[src/rtl/sgr_pkg.sv]
package sgr_pkg;

    typedef enum logic [1:0] {
        MODE_SEC       = 2'd0,
        MODE_FLAT      = 2'd1,
        MODE_SEC_LOCK  = 2'd2,
        MODE_FLAT_LOCK = 2'd3
    } sec_mode_e;

    typedef enum logic [1:0] {
        GRP_G0   = 2'b00,
        GRP_G1S  = 2'b01,
        GRP_G1NS = 2'b10,
        GRP_BAD  = 2'b11
    } grp_tag_e;

    localparam int CB_DS     = 0;
    localparam int CB_G0     = 1;
    localparam int CB_G1S    = 2;
    localparam int CB_G1NS   = 3;
    localparam int CTRL_USED = 4;
    localparam int LB_DSL    = 0;

endpackage

[src/rtl/sgr_mode_fsm.sv]
module sgr_mode_fsm
    import sgr_pkg::*;
#(
    parameter bit DS_FORCED = 1'b0
) (
    input  logic clk,
    input  logic rst_n,
    input  logic wr_ctrl,
    input  logic wr_lock,
    input  logic acc_secure,
    input  logic wbit_ds,
    input  logic wbit_dsl,
    output logic ds,
    output logic dsl
);

    localparam sec_mode_e RST_MODE = DS_FORCED ? MODE_FLAT : MODE_SEC;

    sec_mode_e state_q, state_d;

    always_comb begin
        state_d = state_q;
        unique case (state_q)
            MODE_SEC: begin
                if (wr_lock && acc_secure && wbit_dsl)
                    state_d = MODE_SEC_LOCK;            // T_LOCK_SEC
                else if (wr_ctrl && acc_secure && wbit_ds)
                    state_d = MODE_FLAT;                // T_ENTER_FLAT
            end
            MODE_FLAT: begin
                if (wr_lock && acc_secure && wbit_dsl)
                    state_d = MODE_FLAT_LOCK;           // T_LOCK_FLAT
                else if (wr_ctrl && !wbit_ds && !DS_FORCED)
                    state_d = MODE_SEC;                 // T_LEAVE_FLAT
            end
            MODE_SEC_LOCK:  state_d = MODE_SEC_LOCK;
            MODE_FLAT_LOCK: state_d = MODE_FLAT_LOCK;
            default:        state_d = RST_MODE;
        endcase
    end

    always_ff @(posedge clk or negedge rst_n) begin
        if (!rst_n) state_q <= RST_MODE;
        else        state_q <= state_d;
    end

    always_comb begin
        ds  = (state_q == MODE_FLAT) || (state_q == MODE_FLAT_LOCK);
        dsl = (state_q == MODE_SEC_LOCK) || (state_q == MODE_FLAT_LOCK);
    end

    AST_LOCK_STICKY: assert property (@(posedge clk) disable iff (!rst_n)
        dsl |=> dsl);
    AST_DS_FROZEN: assert property (@(posedge clk) disable iff (!rst_n)
        dsl |=> $stable(ds));
    AST_NS_LOCK_IGNORED: assert property (@(posedge clk) disable iff (!rst_n)
        (wr_lock && !acc_secure) |=> $stable(dsl));
    AST_NS_DS_IGNORED: assert property (@(posedge clk) disable iff (!rst_n)
        (wr_ctrl && !acc_secure && !ds) |=> !ds);
    AST_FORCED_DS: assert property (@(posedge clk) disable iff (!rst_n)
        (DS_FORCED != 1'b0) |-> ds);

endmodule

[src/rtl/sgr_cfg_regs.sv]
module sgr_cfg_regs
    import sgr_pkg::*;
#(
    parameter int ADDR_W   = 4,
    parameter int DATA_W   = 32,
    parameter int CTRL_OFS = 0,
    parameter int LOCK_OFS = 1
) (
    input  logic              clk,
    input  logic              rst_n,
    input  logic              wr_en,
    input  logic              rd_en,
    input  logic [ADDR_W-1:0] addr,
    input  logic [DATA_W-1:0] wdata,
    input  logic              acc_secure,
    input  logic              ds,
    input  logic              dsl,
    output logic              wr_ctrl,
    output logic              wr_lock,
    output logic              en_g0,
    output logic              en_g1s,
    output logic              en_g1ns,
    output logic [DATA_W-1:0] rdata
);

    localparam logic [ADDR_W-1:0] CTRL_A = ADDR_W'(CTRL_OFS);
    localparam logic [ADDR_W-1:0] LOCK_A = ADDR_W'(LOCK_OFS);

    logic              hit_ctrl, hit_lock, full_view;
    logic [DATA_W-1:0] ctrl_view, lock_view;
    logic              unused_wbits;

    assign unused_wbits = ^{wdata[DATA_W-1:CTRL_USED], wdata[CB_DS]};

    always_comb begin
        hit_ctrl  = (addr == CTRL_A);
        hit_lock  = (addr == LOCK_A);
        wr_ctrl   = wr_en && hit_ctrl;
        wr_lock   = wr_en && hit_lock;
        full_view = ds || acc_secure;
    end

    always_ff @(posedge clk or negedge rst_n) begin
        if (!rst_n) begin
            en_g0   <= 1'b0;
            en_g1s  <= 1'b0;
            en_g1ns <= 1'b0;
        end else if (wr_ctrl) begin
            en_g1ns <= wdata[CB_G1NS];
            if (full_view) begin
                en_g0  <= wdata[CB_G0];
                en_g1s <= wdata[CB_G1S];
            end
        end
    end

    always_comb begin
        ctrl_view = '0;
        lock_view = '0;
        ctrl_view[CB_G1NS] = en_g1ns;
        if (full_view) begin
            ctrl_view[CB_DS]  = ds;
            ctrl_view[CB_G0]  = en_g0;
            ctrl_view[CB_G1S] = en_g1s;
            lock_view[LB_DSL] = dsl;
        end
    end

    always_ff @(posedge clk or negedge rst_n) begin
        if (!rst_n)                  rdata <= '0;
        else if (rd_en && hit_ctrl)  rdata <= ctrl_view;
        else if (rd_en && hit_lock)  rdata <= lock_view;
        else                         rdata <= '0;
    end

    AST_NS_ENABLE_GUARD: assert property (@(posedge clk) disable iff (!rst_n)
        (wr_ctrl && !acc_secure && !ds) |=> ($stable(en_g0) && $stable(en_g1s)));

endmodule

[src/rtl/sgr_route.sv]
module sgr_route
    import sgr_pkg::*;
(
    input  logic       pend_valid,
    input  logic [1:0] pend_group,
    input  logic       core_secure,
    input  logic       ds,
    input  logic       en_g0,
    input  logic       en_g1s,
    input  logic       en_g1ns,
    output logic       fiq_n,
    output logic       irq_n
);

    grp_tag_e tag;

    always_comb begin
        tag   = grp_tag_e'(pend_group);
        fiq_n = 1'b0;
        irq_n = 1'b0;
        if (pend_valid) begin
            unique case (tag)
                GRP_G0: fiq_n = en_g0;
                GRP_G1S: begin
                    if (ds)               irq_n = en_g1ns;
                    else if (core_secure) irq_n = en_g1s;
                    else                  fiq_n = en_g1s;
                end
                GRP_G1NS: begin
                    if (ds || !core_secure) irq_n = en_g1ns;
                    else                    fiq_n = en_g1ns;
                end
                GRP_BAD: begin
                    fiq_n = 1'b0;
                    irq_n = 1'b0;
                end
                default: begin
                    fiq_n = 1'b0;
                    irq_n = 1'b0;
                end
            endcase
        end
    end

endmodule

[src/rtl/irq_group_router.sv]
module irq_group_router
    import sgr_pkg::*;
#(
    parameter int ADDR_W    = 4,
    parameter int DATA_W    = 32,
    parameter int CTRL_OFS  = 0,
    parameter int LOCK_OFS  = 1,
    parameter bit DS_FORCED = 1'b0
) (
    input  logic              clk,
    input  logic              rst_n,
    input  logic              reg_wr_en,
    input  logic              reg_rd_en,
    input  logic [ADDR_W-1:0] reg_addr,
    input  logic [DATA_W-1:0] reg_wdata,
    input  logic              reg_secure,
    output logic [DATA_W-1:0] reg_rdata,
    input  logic              core_secure,
    input  logic              pend_valid,
    input  logic [1:0]        pend_group,
    output logic              fiq_o,
    output logic              irq_o
);

    logic ds, dsl, wr_ctrl, wr_lock;
    logic en_g0, en_g1s, en_g1ns;
    logic fiq_n, irq_n;

    sgr_mode_fsm #(.DS_FORCED(DS_FORCED)) u_mode (
        .clk        (clk),
        .rst_n      (rst_n),
        .wr_ctrl    (wr_ctrl),
        .wr_lock    (wr_lock),
        .acc_secure (reg_secure),
        .wbit_ds    (reg_wdata[CB_DS]),
        .wbit_dsl   (reg_wdata[LB_DSL]),
        .ds         (ds),
        .dsl        (dsl)
    );

    sgr_cfg_regs #(
        .ADDR_W   (ADDR_W),
        .DATA_W   (DATA_W),
        .CTRL_OFS (CTRL_OFS),
        .LOCK_OFS (LOCK_OFS)
    ) u_regs (
        .clk        (clk),
        .rst_n      (rst_n),
        .wr_en      (reg_wr_en),
        .rd_en      (reg_rd_en),
        .addr       (reg_addr),
        .wdata      (reg_wdata),
        .acc_secure (reg_secure),
        .ds         (ds),
        .dsl        (dsl),
        .wr_ctrl    (wr_ctrl),
        .wr_lock    (wr_lock),
        .en_g0      (en_g0),
        .en_g1s     (en_g1s),
        .en_g1ns    (en_g1ns),
        .rdata      (reg_rdata)
    );

    sgr_route u_route (
        .pend_valid  (pend_valid),
        .pend_group  (pend_group),
        .core_secure (core_secure),
        .ds          (ds),
        .en_g0       (en_g0),
        .en_g1s      (en_g1s),
        .en_g1ns     (en_g1ns),
        .fiq_n       (fiq_n),
        .irq_n       (irq_n)
    );

    always_ff @(posedge clk or negedge rst_n) begin
        if (!rst_n) begin
            fiq_o <= 1'b0;
            irq_o <= 1'b0;
        end else begin
            fiq_o <= fiq_n;
            irq_o <= irq_n;
        end
    end

    AST_IDLE_LOW: assert property (@(posedge clk) disable iff (!rst_n)
        !pend_valid |=> (!fiq_o && !irq_o));
    AST_G0_FIQ: assert property (@(posedge clk) disable iff (!rst_n)
        (pend_valid && pend_group == 2'b00 && en_g0) |=> fiq_o);
    AST_NS_G1NS_IRQ: assert property (@(posedge clk) disable iff (!rst_n)
        (pend_valid && pend_group == 2'b10 && !core_secure && en_g1ns) |=> irq_o);
    AST_ONE_LINE: assert property (@(posedge clk) disable iff (!rst_n)
        !(fiq_o && irq_o));

endmodule

[config.mk]
export PLATFORM = sky130hd
export DESIGN_NAME = irq_group_router
export DESIGN_NICKNAME = d
export VERILOG_FILES = /design/src/rtl/sgr_pkg.sv /design/src/rtl/sgr_mode_fsm.sv /design/src/rtl/sgr_cfg_regs.sv /design/src/rtl/sgr_route.sv /design/src/rtl/irq_group_router.sv
export SDC_FILE = /design/constraint.sdc
export NUM_CORES = 1
export LEC_CHECK = 0
export BUFFER_PORTS_ARGS = -buffer_cell sky130_fd_sc_hd__buf_2
export CORE_MARGIN = 2
export CORE_UTILIZATION = 37
export DETAILED_ROUTE_END_ITERATION = 8
export PLACE_DENSITY = 0.84
export SYNTH_ARGS = -nofsm -noshare
export SYNTH_HDL_FRONTEND = slang
export SYNTH_SLANG_ARGS = --single-unit
[constraint.sdc]
create_clock -name clk -period 2.8 [get_ports clk]
set_input_delay 0.28 -clock clk [delete_from_list [all_inputs] [get_ports clk]]
set_output_delay 0.28 -clock clk [all_outputs]
set_load 0.01 [all_outputs]
# After elaboration in Yosys (flattened, before gate mapping)
# Cells that the tools add are included.
[op_classes]
n_eq_ne = 9
n_mux = 19
n_reduce_logical = 20
[op_table]
columns = ["cell", "n"]
rows = [
  ["$mux 1", 10],
  ["$logic_and 1x1->1", 9],
  ["$eq 2x2->1 const B", 4],
  ["$mux 2", 4],
  ["$pmux 2 s4", 1],
  ["$ne 3x1->1 const B", 2],
  ["$eq 2x1->1 const B", 2],
  ["$eq 4x1->1 const B", 1],
  ["$logic_not 2->1", 2],
  ["$logic_not 4->1", 1],
  ["$logic_or 1x1->1", 4],
  ["$mux 4", 1],
  ["$pmux 1 s4", 1],
  ["$reduce_and 2->1", 2],
  ["$mux 3", 1],
  ["$logic_not 1->1", 2],
  ["$pmux 1 s2", 1],
]
[totals]
in_bits = 45
word_cells = 55
ff_bits = 39

# Logic depth before layout (Yosys ltp)
# Gate-level depths: netlist of the first run.
[logic_depth]
word_depth = 7
depth_mapped = 5
mapped_depth_nobuf = 5

# Modules after synthesis
# From an unflattened synthesis of the first run, not the netlist that was laid out.
[unflattened]
hier_cells = 80
hier_area_um2 = 805.8
[modules_own_cells]
columns = ["module", "area_per_inst_um2", "seq_area_each_um2", "instances", "cells_per_inst"]
rows = [
  ["sgr_cfg_regs", 525.5, 175.2, 1, 53],
  ["sgr_route", 117.6, 0.0, 1, 14],
  ["sgr_mode_fsm", 112.6, 50.0, 1, 11],
  ["irq_group_router", 50.0, 50.0, 1, 2],
]

# Worst setup path after synthesis of the first run
# No wires, ideal clock.
[synth_timing]
path_type = "input port to flip-flop"
start = "in reg_addr[1]"
end = "reg u_regs.en_g0"
setup_time_ns = 0.125
required_time_ns = 2.675
slack_ns = 1.322
arrival_ns = 1.353
cell_stages = 3
path_buffers = 0
path_cell_list = "or4b_4 > nor3b_4 > mux2_2"
[synth_via]
elab_chain_len = 3
[synth_rtl]
columns = ["element", "line_no", "source"]
rows = [
  ["start, declared", "irq_group_router.sv:14", "input logic [ADDR_W-1:0] reg_addr,"],
  ["$logic_not 4->1", "sgr_cfg_regs.sv:36", "hit_ctrl = (addr == CTRL_A);"],
  ["$logic_and 1x1->1", "sgr_cfg_regs.sv:38", "wr_ctrl = wr_en && hit_ctrl;"],
  ["$reduce_and 2->1 (no line)", "-", ""],
  ["end signal, assigned", "sgr_cfg_regs.sv:51", "en_g0 <= wdata[CB_G0];"],
  ["end, declared", "sgr_cfg_regs.sv:20", "output logic en_g0,"],
]
# Every way passes these cells.
# A chain may end at the register's enable or synchronous reset.

# Final worst setup path of the first run
[layout_timing]
start = "in reg_addr[1]"
end = "reg u_regs.en_g1s"
[layout_via]
elab_chain_len = 3
[layout_rtl]
columns = ["element", "line_no", "source"]
rows = [
  ["$logic_not 4->1", "sgr_cfg_regs.sv:36", ""],
  ["$logic_and 1x1->1", "sgr_cfg_regs.sv:38", ""],
  ["$reduce_and 2->1 (no line)", "-", ""],
  ["end signal, assigned", "sgr_cfg_regs.sv:52", "en_g1s <= wdata[CB_G1S];"],
  ["end, declared", "sgr_cfg_regs.sv:21", "output logic en_g1s,"],
]
# Every way passes these cells.

==> results of run 1 <==
-- worst min path at each step --
stage / to / slack [ns] / depth (start not counted) / startpoint
after floorplan: fiq_o$_DFF_PN0_ / -0.02 / 0 / rst_n
after global placement: irq_o$_DFF_PN0_ / 0.15 / 1 / rst_n
after detailed placement: fiq_o$_DFF_PN0_ / 0.15 / 1 / rst_n
after CTS: u_regs.en_g1s$_DFFE_PN0P_ / 0.26 / 2 / reg_wdata[2]
after global routing: u_regs.en_g1s$_DFFE_PN0P_ / 0.25 / 2 / reg_wdata[2]
final: u_regs.en_g1s$_DFFE_PN0P_ / 0.26 / 2 / reg_wdata[2]
-- placed cells by master, fill, tap and decap left out --
cell type	count
nand3_1	1
o21ai_0	1
nand2_1	2
a21oi_1	2
clkbuf_1	1
nor3b_1	1
and3_1	2
ha_1	3
dfrtp_1	11
dlygate4sd3_1	1
nor3b_4	1
a41o_1	1
nor4b_1	1
mux2_2	3
a31oi_1	2
inv_1	2
nor2b_1	1
conb_1	28
or2_2	1
nor3_1	1
nand4b_1	1
a32o_1	1
buf_2	22
nand3b_1	1
nor2_1	4
clkbuf_4	3
and2_1	1
or4b_2	1
o211ai_1	1
or4b_4	1
-- cell usage after synthesis --
master     n  area share
a41o_1     1       0.013
dfrtp_1   11        0.36
nand3b_1   1      0.0099
nor4b_1    1       0.011
or4b_2     1       0.013
a31oi_1    2       0.016
ha_1       3       0.049
and2_1     1      0.0082
inv_1      2      0.0099
a21oi_1    2       0.013
nor3b_1    1      0.0099
nor2_1     4       0.020
nor3b_4    1       0.025
a32o_1     1       0.013
nand2_1    2      0.0099
o21ai_0    1      0.0066
nor2b_1    1      0.0082
and3_1     2       0.016
o211ai_1   1      0.0099
or2_2      1      0.0082
or4b_4     1       0.018
buf_4     28        0.28
nor3_1     1      0.0066
conb_1     1      0.0049
mux2_2     3       0.044
nand3_1    1      0.0066
nand4b_1   1       0.011
-- kinds of logic (layout without fill, tap and decap cells) --
kind of cell / Yosys count / in the layout / share of synthesized area
buffers and inverters: 30 / 29 / 0.286
other: 1 / 28 / 0.00492
adder cells (fa/ha/maj): 3 / 3 / 0.0493
multiplexers: 3 / 3 / 0.0443
flip-flops: 11 / 11 / 0.361
AO/OA/AOI/OAI: 8 / 8 / 0.0722
AND/OR/NAND/NOR: 20 / 20 / 0.182
-- layer usage --
metal  GRT usage  wire length [um]
met4      0.0278                 0
met2       0.221               724
met1      0.0756               403
met5           0                 0
met3      0.0368               119
-- power breakdown --
group / switching (mW) / internal (mW) / total [mW]
combinational: 0.0464 / 0.0373 / 0.0837
clock: 0.0455 / 0.0549 / 0.100
sequential: 0.0200 / 0.178 / 0.198
-- metrics by stage --
step | hold slack [ns] | std cells
final | 0.259 | 129
after global routing | 0.249 | 129
after CTS | 0.257 | 129
after detailed placement | 0.155 | 124
after global placement | 0.151 | 124
after floorplan | -0.0156 | 103
-- flip-flops by register name, indices dropped and copies added (netlist names) --
| register | flops |
|---|---|
| u_mode.state_q | 2 |
| u_regs.en_g1s | 1 |
| fiq_o | 1 |
| u_regs.en_g1ns | 1 |
| u_regs.rdata | 4 |
| irq_o | 1 |
| u_regs.en_g0 | 1 |
-- final cells by class --
cell class                      instances  area [sq um]  share of cell area
Clock buffer                            4          26.3              0.0315
Inverter                                2          7.51             0.00901
Multi-Input combinational cell         62           370               0.444
Sequential cell                        11           275               0.330
Tap cell                               27          33.8              0.0405
Timing Repair Buffer                   23           120               0.144
-- critical path: stages --
cell	delay, ns
buf_2	0.11
or4b_4	0.55
nor3b_4	0.22
mux2_2	0.35
==> metrics.md, run 1 <==
| Metric | Value |
|---|---|
| Post-DR wirelength/cell | 9.67 um |
| Power per cell area | 459 nW/um^2 |
| HP Class | in -> reg |
| CTS tree | yes |
| Total power | 0.383 mW |
| Post-route cell area | 833 sq um |
| Vias in the first global route | 471 |
| Clock skew | 0.00346 ns |
| Worst setup SP type | input pin |
| Synth Register Bits | 11 |
| Core Footprint | 1960 sq um |
| Final setup TNS | 0 ns |
| IO Count | 79 |
| LEAKAGE | 0.465 nW |
| Die ar. | 2440 sq um |
| Number of setup buffers added after CTS | 0 |
| Clk sink count | 11 |
| Diodes inserted | 0 |
| Maximum VDD drop | 187 uV |
| Reg clk slew, reported paths | 0.06 ns |
| Die height | 49.4 um |
| Layout cells sized above 1 | 0.314 |
| Worst Path Arrival | 1.52 ns |
| Largest net degree at the start of global routing | 12 |
| Initial antenna violation count | 0 |
| Endpoints failing setup | 0 |
| RSZ-0062 raised after global routing | no |
| I/O Buffers | 22 |
| Pre-CTS setup slack | 1.15 ns |
| Mapped Area | 762 sq um |
| Fin nets | 151 |
| Gr usage total | 0.100 |
| Critical path class | in -> reg |
| Post-DP HPWL | 1060 um |
| Die Span X | 49.4 um |
| Clock Latency Late Sink | 0.26 ns |
| Post-CTS Resized | 0 |
| Area after DPL | 797 sq um |
| Final worst slack | 1.42 ns |
| Vias per std cell | 4.18 |
| Crit path capture type | register |
| Fin. Hold Viols | 0 |
| Post-Syn Instances | 76 |
| # H-tree levels | 1 |
| Max-slew violation count | 0 |
| Vias | 539 |
| Cts hold-fix bufs | 1 |
| Fillers | 196 |
| Tmin final | 1.38 ns |
| First drt pass iteration count | 3 |
| Reg2Reg Launch Point | u_mode.state_q[0]$_DFFE_PN0P_ |
| DRC violations left | 0 |
| CTS Buf Count | 3 |
| Netlist cell types | 27 |
| Period utilization | 0.495 |
| Seq/Total Area, Yosys | 0.361 |
| Initial Util | 0.388 |
| Reg2reg setup slack | 1.47 ns |
| Max-Cap Viols | 0 |
| Yosys warnings | 0 |
| Cells on worst reg2reg path | 3 |
| Status | completed |
| Initial drt markers | 3 |
| Num rows | 16 |
| Area delta synth->final | 9.36% |
| Achievable clock frequency | 0.722 GHz |
| CP required | 2.94 ns |
| RePlAce Congestion | 0.707 |
| Reg2reg end | u_regs.en_g1s$_DFFE_PN0P_ |
| Final Util | 0.425 |
| Routed Antenna Nets | 0 |
| GR Overflow Total | 0 |
| Final wirelength | 1250 um |
| Worst setup path start | reg_addr[1] |
| Syn Area/Cell | 10.0 sq um |
| Clock buffer depth | 2 |
| Critical path destination | u_regs.en_g1s$_DFFE_PN0P_ |
| Worst-path maximum fanout | 3 |
| Global-route wire length before repair | 1850 um |
| Root Driver | clkbuf_4 |
Note: power is estimated with default switching activity, not from simulation.
==> run 2, diff against run 1 <==
--- a/config.mk
+++ b/config.mk
@@ -6,10 +6,11 @@
 export NUM_CORES = 1
 export LEC_CHECK = 0
 export BUFFER_PORTS_ARGS = -buffer_cell sky130_fd_sc_hd__buf_2
+export CORE_ASPECT_RATIO = 1.75
 export CORE_MARGIN = 2
-export CORE_UTILIZATION = 37
+export CORE_UTILIZATION = 31
 export DETAILED_ROUTE_END_ITERATION = 8
-export PLACE_DENSITY = 0.84
+export PLACE_DENSITY = 0.75
 export SYNTH_ARGS = -nofsm -noshare
 export SYNTH_HDL_FRONTEND = slang
 export SYNTH_SLANG_ARGS = --single-unit
==> constraint.sdc (replaced) <==
create_clock -name clk -period 1.25 [get_ports clk]
set_input_delay 0.125 -clock clk [delete_from_list [all_inputs] [get_ports clk]]
set_output_delay 0.125 -clock clk [all_outputs]
set_load 0.01 [all_outputs]
==> run 2 against run 1 <==
The flow now finishes with violations (setup timing). Flip-flop and latch count did not move. Count of clock-buffer cells in the layout did not move. Routed wire length rose by 16%. Via count rose by 4.3%. Sequential power rose by 120%. Core utilization fell by 3.3 points. Register-to-register slack got worse by 1.4 ns. First-iteration DRC count rose by 67%. Non-clock buffer count rose by 4. Critical endpoint unchanged. Largest power group unchanged.
==> metrics.md, run 2 (synthesized netlist as in run 1, its figures left out) <==
| Metric | Value |
|---|---|
| Violated checks | setup timing |
| Top reg by flops | u_regs.rdata |
| Commonest non-fill, non-tap cells in the layout | conb_1 (28), buf_2 (20), dfrtp_1 (11) |
| Non-filler cells, final | 131 |
| Largest net degree at the start of global routing | 12 |
| Initial Util | 0.331 |
| Max-Cap Viols | 0 |
| Initial antenna violation count | 0 |
| Reg clk slew, reported paths | 0.05 ns |
| CP Cell Sequence | buf_6 -> or4b_4 -> nor3b_4 -> mux2_4 |
| Layout cells sized above 1 | 0.340 |
| Die height | 69.6 um |
| Root Driver | clkbuf_8 |
| Achievable clock frequency | 0.800 GHz |
| CTS tree | yes |
| First drt pass iteration count | 3 |
| Die Span X | 41.5 um |
| Area delta synth->final | 18.4% |
| Commonest non-fill, non-tap cell in the layout | conb_1 |
| Critical path class | in -> reg |
| Fin nets | 155 |
| Die ar. | 2890 sq um |
| DRC violations left | 0 |
| Largest register FFs | 4 |
| IO Count | 79 |
| Endpoints failing setup | 1 |
| Crit-path slowest cell | or4b_4 |
| Fin. Hold Viols | 0 |
| Crit path capture type | register |
| CP required | 1.36 ns |
| Post-DP HPWL | 1250 um |
| Tmin final | 1.25 ns |
| Num rows | 23 |
| RSZ-0062 raised after global routing | yes |
| Power per cell area | 1130 nW/um^2 |
| Core Footprint | 2300 sq um |
| CP peak stage delay | 0.55 ns |
| Clk sink count | 11 |
| Clock Latency Late Sink | 0.23 ns |
| I/O Buffers | 22 |
| Gr usage total | 0.0930 |
| Vias | 562 |
| Vias per std cell | 4.29 |
| Global-route wire length before repair | 2140 um |
| GR Overflow Total | 0 |
| HP Class | in -> reg |
| Maximum VDD drop | 522 uV |
| Final wirelength | 1450 um |
| Final Util | 0.392 |
| Status | finished, violations left |
| Largest regs | u_regs.rdata: 4 flops, u_mode.state_q: 2 flops |
| Clock skew | 0.000347 ns |
| Initial drt markers | 5 |
| Period utilization | 1.00 |
| Worst Path Arrival | 1.36 ns |
| Max-slew violation count | 0 |
| Hold slack | 0.127 ns |
| Placed cell count | 126 |
| CTS Buf Count | 3 |
| Diodes inserted | 0 |
| Worst setup SP type | input pin |
| Final worst slack | -0.0000380 ns |
| Routed Antenna Nets | 0 |
| Worst-path maximum fanout | 2 |
| # H-tree levels | 1 |
| Clock buffer depth | 2 |
| RePlAce Congestion | 0.647 |
| Vias in the first global route | 522 |
| Post-DR wirelength/cell | 11.1 um |
| LEAKAGE | 0.502 nW |
run 2: cell count changes in the layout (fill, tap and decap cells not counted), sizes merged:
cell,previous run,this run
buf,22,26
run 2: layout make-up:
cell class                      count  area (sq um)
Fill cell                         261          1400
Multi-Input combinational cell     62           380
Sequential cell                    11           275
Timing Repair Buffer               27           163
Clock buffer                        4          45.0
Tap cell                           25          31.3
Inverter                            2          7.51
run 2: layer usage:
metal	up-vias	routed length (um)	track usage
met2	33	824	0.175
met5	-	0	0
met3	2	142	0.0286
met1	263	463	0.0831
li1	264	-	-
met4	0	21	0.0502
run 2: critical path, delay by kind of cell:
| kind | cells | cell delay (ns) |
|---|---|---|
| and+or+nand+nor | 2 | 0.82 |
| muxes | 1 | 0.32 |
| buffers and inverters | 1 | 0.09 |
run 2: path summary, 6_finish.rpt:
| path | depth (start not counted) | startpoint | slack, ns | end |
|---|---|---|---|---|
| worst max-delay path | 4 | reg_addr[2] | -0.00004 | u_regs.en_g1s$_DFFE_PN0P_ |
| worst min-delay path | 2 | reg_wdata[3] | 0.13 | u_regs.en_g1ns$_DFFE_PN0N_ |
| worst max register to register | 3 | u_mode.state_q[0]$_DFFE_PN0P_ | 0.05 | u_regs.en_g1s$_DFFE_PN0P_ |
| worst min register to register | 1 | u_mode.state_q[1]$_DFFE_PN0P_ | 0.55 | u_mode.state_q[1]$_DFFE_PN0P_ |
| max in group asynchronous | 2 | rst_n | 0.76 | u_mode.state_q[1]$_DFFE_PN0P_ |
| min in group asynchronous | 2 | rst_n | 0.29 | u_regs.rdata[1]$_DFF_PN0_ |
run 2: what timing repair did:
item | 4_1_cts | 5_1_grt
buffers inserted | 0 | 0
hold buffers | 1 | 0
endpoints found under the hold margin | 11 | 0
endpoints found under the setup margin | 0 | 2
resized for setup | 0 | 5
run 2: power by group:
part / switching (mW) / total [mW] / internal, mW
clock network: 0.117 / 0.340 / 0.223
logic: 0.123 / 0.239 / 0.116
registers: 0.0403 / 0.441 / 0.401
total: 0.281 / 1.02 / 0.740
run 2: per-stage QoR:
stage / setup TNS [ns] / setup WS [ns] / total power [mW] / area [sq um]
2_1_floorplan: -0.155 / -0.0731 / 0.627 / 863
3_3_place_gp: -1.15 / -0.199 / 0.645 / 825
3_5_place_dp: -1.35 / -0.246 / 0.664 / 825
4_1_cts: 0 / 0.000100 / 1.02 / 880
5_1_grt: -0.0686 / -0.0348 / 1.07 / 902
6_report: -0.0000380 / -0.0000380 / 1.02 / 902
==> run 3, diff against run 2 <==
--- a/config.mk
+++ b/config.mk
@@ -6,11 +6,10 @@
 export NUM_CORES = 1
 export LEC_CHECK = 0
 export BUFFER_PORTS_ARGS = -buffer_cell sky130_fd_sc_hd__buf_2
-export CORE_ASPECT_RATIO = 1.75
 export CORE_MARGIN = 2
-export CORE_UTILIZATION = 31
+export CORE_UTILIZATION = 34
 export DETAILED_ROUTE_END_ITERATION = 8
-export PLACE_DENSITY = 0.75
+export PLACE_DENSITY = 0.78
 export SYNTH_ARGS = -nofsm -noshare
 export SYNTH_HDL_FRONTEND = slang
 export SYNTH_SLANG_ARGS = --single-unit
==> constraint.sdc (replaced) <==
create_clock -name clk -period 1.36 [get_ports clk]
set_input_delay 0.136 -clock clk [delete_from_list [all_inputs] [get_ports clk]]
set_output_delay 0.136 -clock clk [all_outputs]
set_load 0.01 [all_outputs]
==> run 3 against run 2 <==
The run now ends clean. Routed wire length is 13% lower. Largest cell class unchanged. Flip-flop and latch count unchanged. Register-to-register slack gained 0.08 ns. Combinational power decreased by 15%. Die area shrank 8.7%.
==> metrics.md, run 3 (synthesized netlist as in run 1, its figures left out) <==
| Metric | Value |
|---|---|
| Maximum VDD drop | 577 uV |
| CTS Buf Count | 3 |
| Die Span X | 51.3 um |
| Period utilization | 0.905 |
| RePlAce Congestion | 0.695 |
| Power per cell area | 937 nW/um^2 |
| Final worst slack | 0.129 ns |
| IO Count | 79 |
| Num rows | 17 |
| Non-filler cells, final | 135 |
| Worst setup SP type | register |
| Gr usage total | 0.0996 |
| Total power | 0.817 mW |
| Reg2reg setup slack | 0.13 ns |
| Commonest non-fill, non-tap cells in the layout | conb_1 (28), buf_2 (22), dfrtp_1 (11) |
| Worst Path Arrival | 1.38 ns |
| DRC violations left | 0 |
| Hold slack | 0.111 ns |
| Hold depth | 3 |
| Vias | 572 |
| Hold Crit Start | pend_valid |
| Vias per std cell | 4.24 |
| Worst-path maximum fanout | 3 |
| Pre-CTS setup slack | -0.145 ns |
| Top reg by flops | u_regs.rdata |
| RSZ-0062 raised after global routing | no |
| Achievable clock frequency | 0.812 GHz |
| Max-slew violation count | 0 |
| Critical path class | reg -> reg |
| Clk sink count | 11 |
| Post-DP HPWL | 1070 um |
| Initial drt markers | 18 |
| I/O Buffers | 22 |
| Hold EP | irq_o$_DFF_PN0_ |
| GR Overflow Total | 0 |
| CTS tree | yes |
| Placed cell count | 130 |
| Largest net degree at the start of global routing | 12 |
| LEAKAGE | 0.490 nW |
| Die height | 51.3 um |
| Global-route wire length before repair | 1900 um |
| First drt pass iteration count | 4 |
| Reg2Reg Launch Point | u_mode.state_q[0]$_DFFE_PN0P_ |
| Tmin final | 1.23 ns |
| Initial antenna violation count | 0 |
| Routed Antenna Nets | 0 |
| Clock buffer depth | 2 |
| HP Class | in -> reg |
| Cells on worst reg2reg path | 3 |
| Max-Cap Viols | 0 |
| Reg2reg end | u_regs.en_g1s$_DFFE_PN0P_ |
| Post-CTS Resized | 0 |
| Core Footprint | 2170 sq um |
| Clock Latency Late Sink | 0.26 ns |
| Area delta synth->final | 14.4% |
| Crit path capture type | register |
| Root Driver | clkbuf_4 |
| Largest regs | u_regs.rdata: 4 flops, u_mode.state_q: 2 flops |
| Final wirelength | 1270 um |
| Layout cells sized above 1 | 0.346 |
| Fin nets | 156 |
| Die ar. | 2640 sq um |
| CP required | 1.51 ns |
| # H-tree levels | 1 |
| Fin. Hold Viols | 0 |
| Largest register FFs | 4 |
| Status | completed |
| Commonest non-fill, non-tap cell in the layout | conb_1 |
| Clock skew | 0.00422 ns |
| Endpoints failing setup | 0 |
| Initial Util | 0.351 |
| Post-DR wirelength/cell | 9.39 um |
| Vias in the first global route | 500 |
| Reg clk slew, reported paths | 0.07 ns |
| Diodes inserted | 0 |
-- run 3: cell types whose count changed in the layout (fill, tap and decap cells not counted), sizes merged --
| cell | previous run | this run |
|---|---|---|
| buf | 26 | 27 |
-- run 3: worst max path at each step --
stage                             startpoint                   endpoint  slack (ns)  cells after the start
2_1_floorplan                    reg_addr[1]   u_regs.en_g0$_DFFE_PN0P_        0.03                      3
3_3_place_gp                     reg_addr[1]  u_regs.en_g1s$_DFFE_PN0P_       -0.13                      4
3_5_place_dp                     reg_addr[1]   u_regs.en_g0$_DFFE_PN0P_       -0.14                      4
4_1_cts        u_mode.state_q[0]$_DFFE_PN0P_   u_regs.en_g0$_DFFE_PN0P_        0.12                      3
5_1_grt        u_mode.state_q[0]$_DFFE_PN0P_   u_regs.en_g0$_DFFE_PN0P_        0.08                      3
6_report       u_mode.state_q[0]$_DFFE_PN0P_  u_regs.en_g1s$_DFFE_PN0P_        0.13                      3
-- run 3: layer usage --
layer | vias to the layer above | global-route usage | share of wire
met4 | 0 | 0.0395 | 0
met5 | - | 0 | 0
met3 | 0 | 0.0439 | 0.12
met2 | 41 | 0.182 | 0.50
li1 | 268 | - | -
met1 | 263 | 0.0978 | 0.38
-- run 3: worst max-delay path: stages, from the launching register on --
cell and delay, ns:
dfrtp_1 0.37, or2_2 0.31, nor3b_4 0.16, mux2_2 0.27
-- run 3: area by class of cell --
cell class	instances	area, sq um
clock buffer	4	26.3
fill	208	1300
inverter	2	7.51
multi-input combinational	62	370
sequential	11	275
tap	28	35.0
timing repair buffer	28	158
-- run 3: through the flow --
| stage | instance area, sq um | utilization | setup TNS [ns] |
|---|---|---|---|
| 3_3_place_gp | 836 | 0.385 | -0.519 |
| 4_1_cts | 872 | 0.402 | 0 |
| 5_1_grt | 872 | 0.402 | 0 |
| 6_report | 872 | 0.402 | 0 |
| 3_5_place_dp | 836 | 0.385 | -0.579 |
| 2_1_floorplan | 863 | - | 0 |
-- run 3: what timing repair did --
action	4_1_cts	5_1_grt
hold buffers	1	0
setup buffers	0	0
hold endpoints to repair	11	0
-- run 3: where the power goes --
group / leakage (nW) / internal [mW] / switching (mW) / total (mW)
logic: 0.329 / 0.0930 / 0.109 / 0.202
clock network: 0.0150 / 0.113 / 0.103 / 0.217
registers: 0.146 / 0.367 / 0.0315 / 0.399
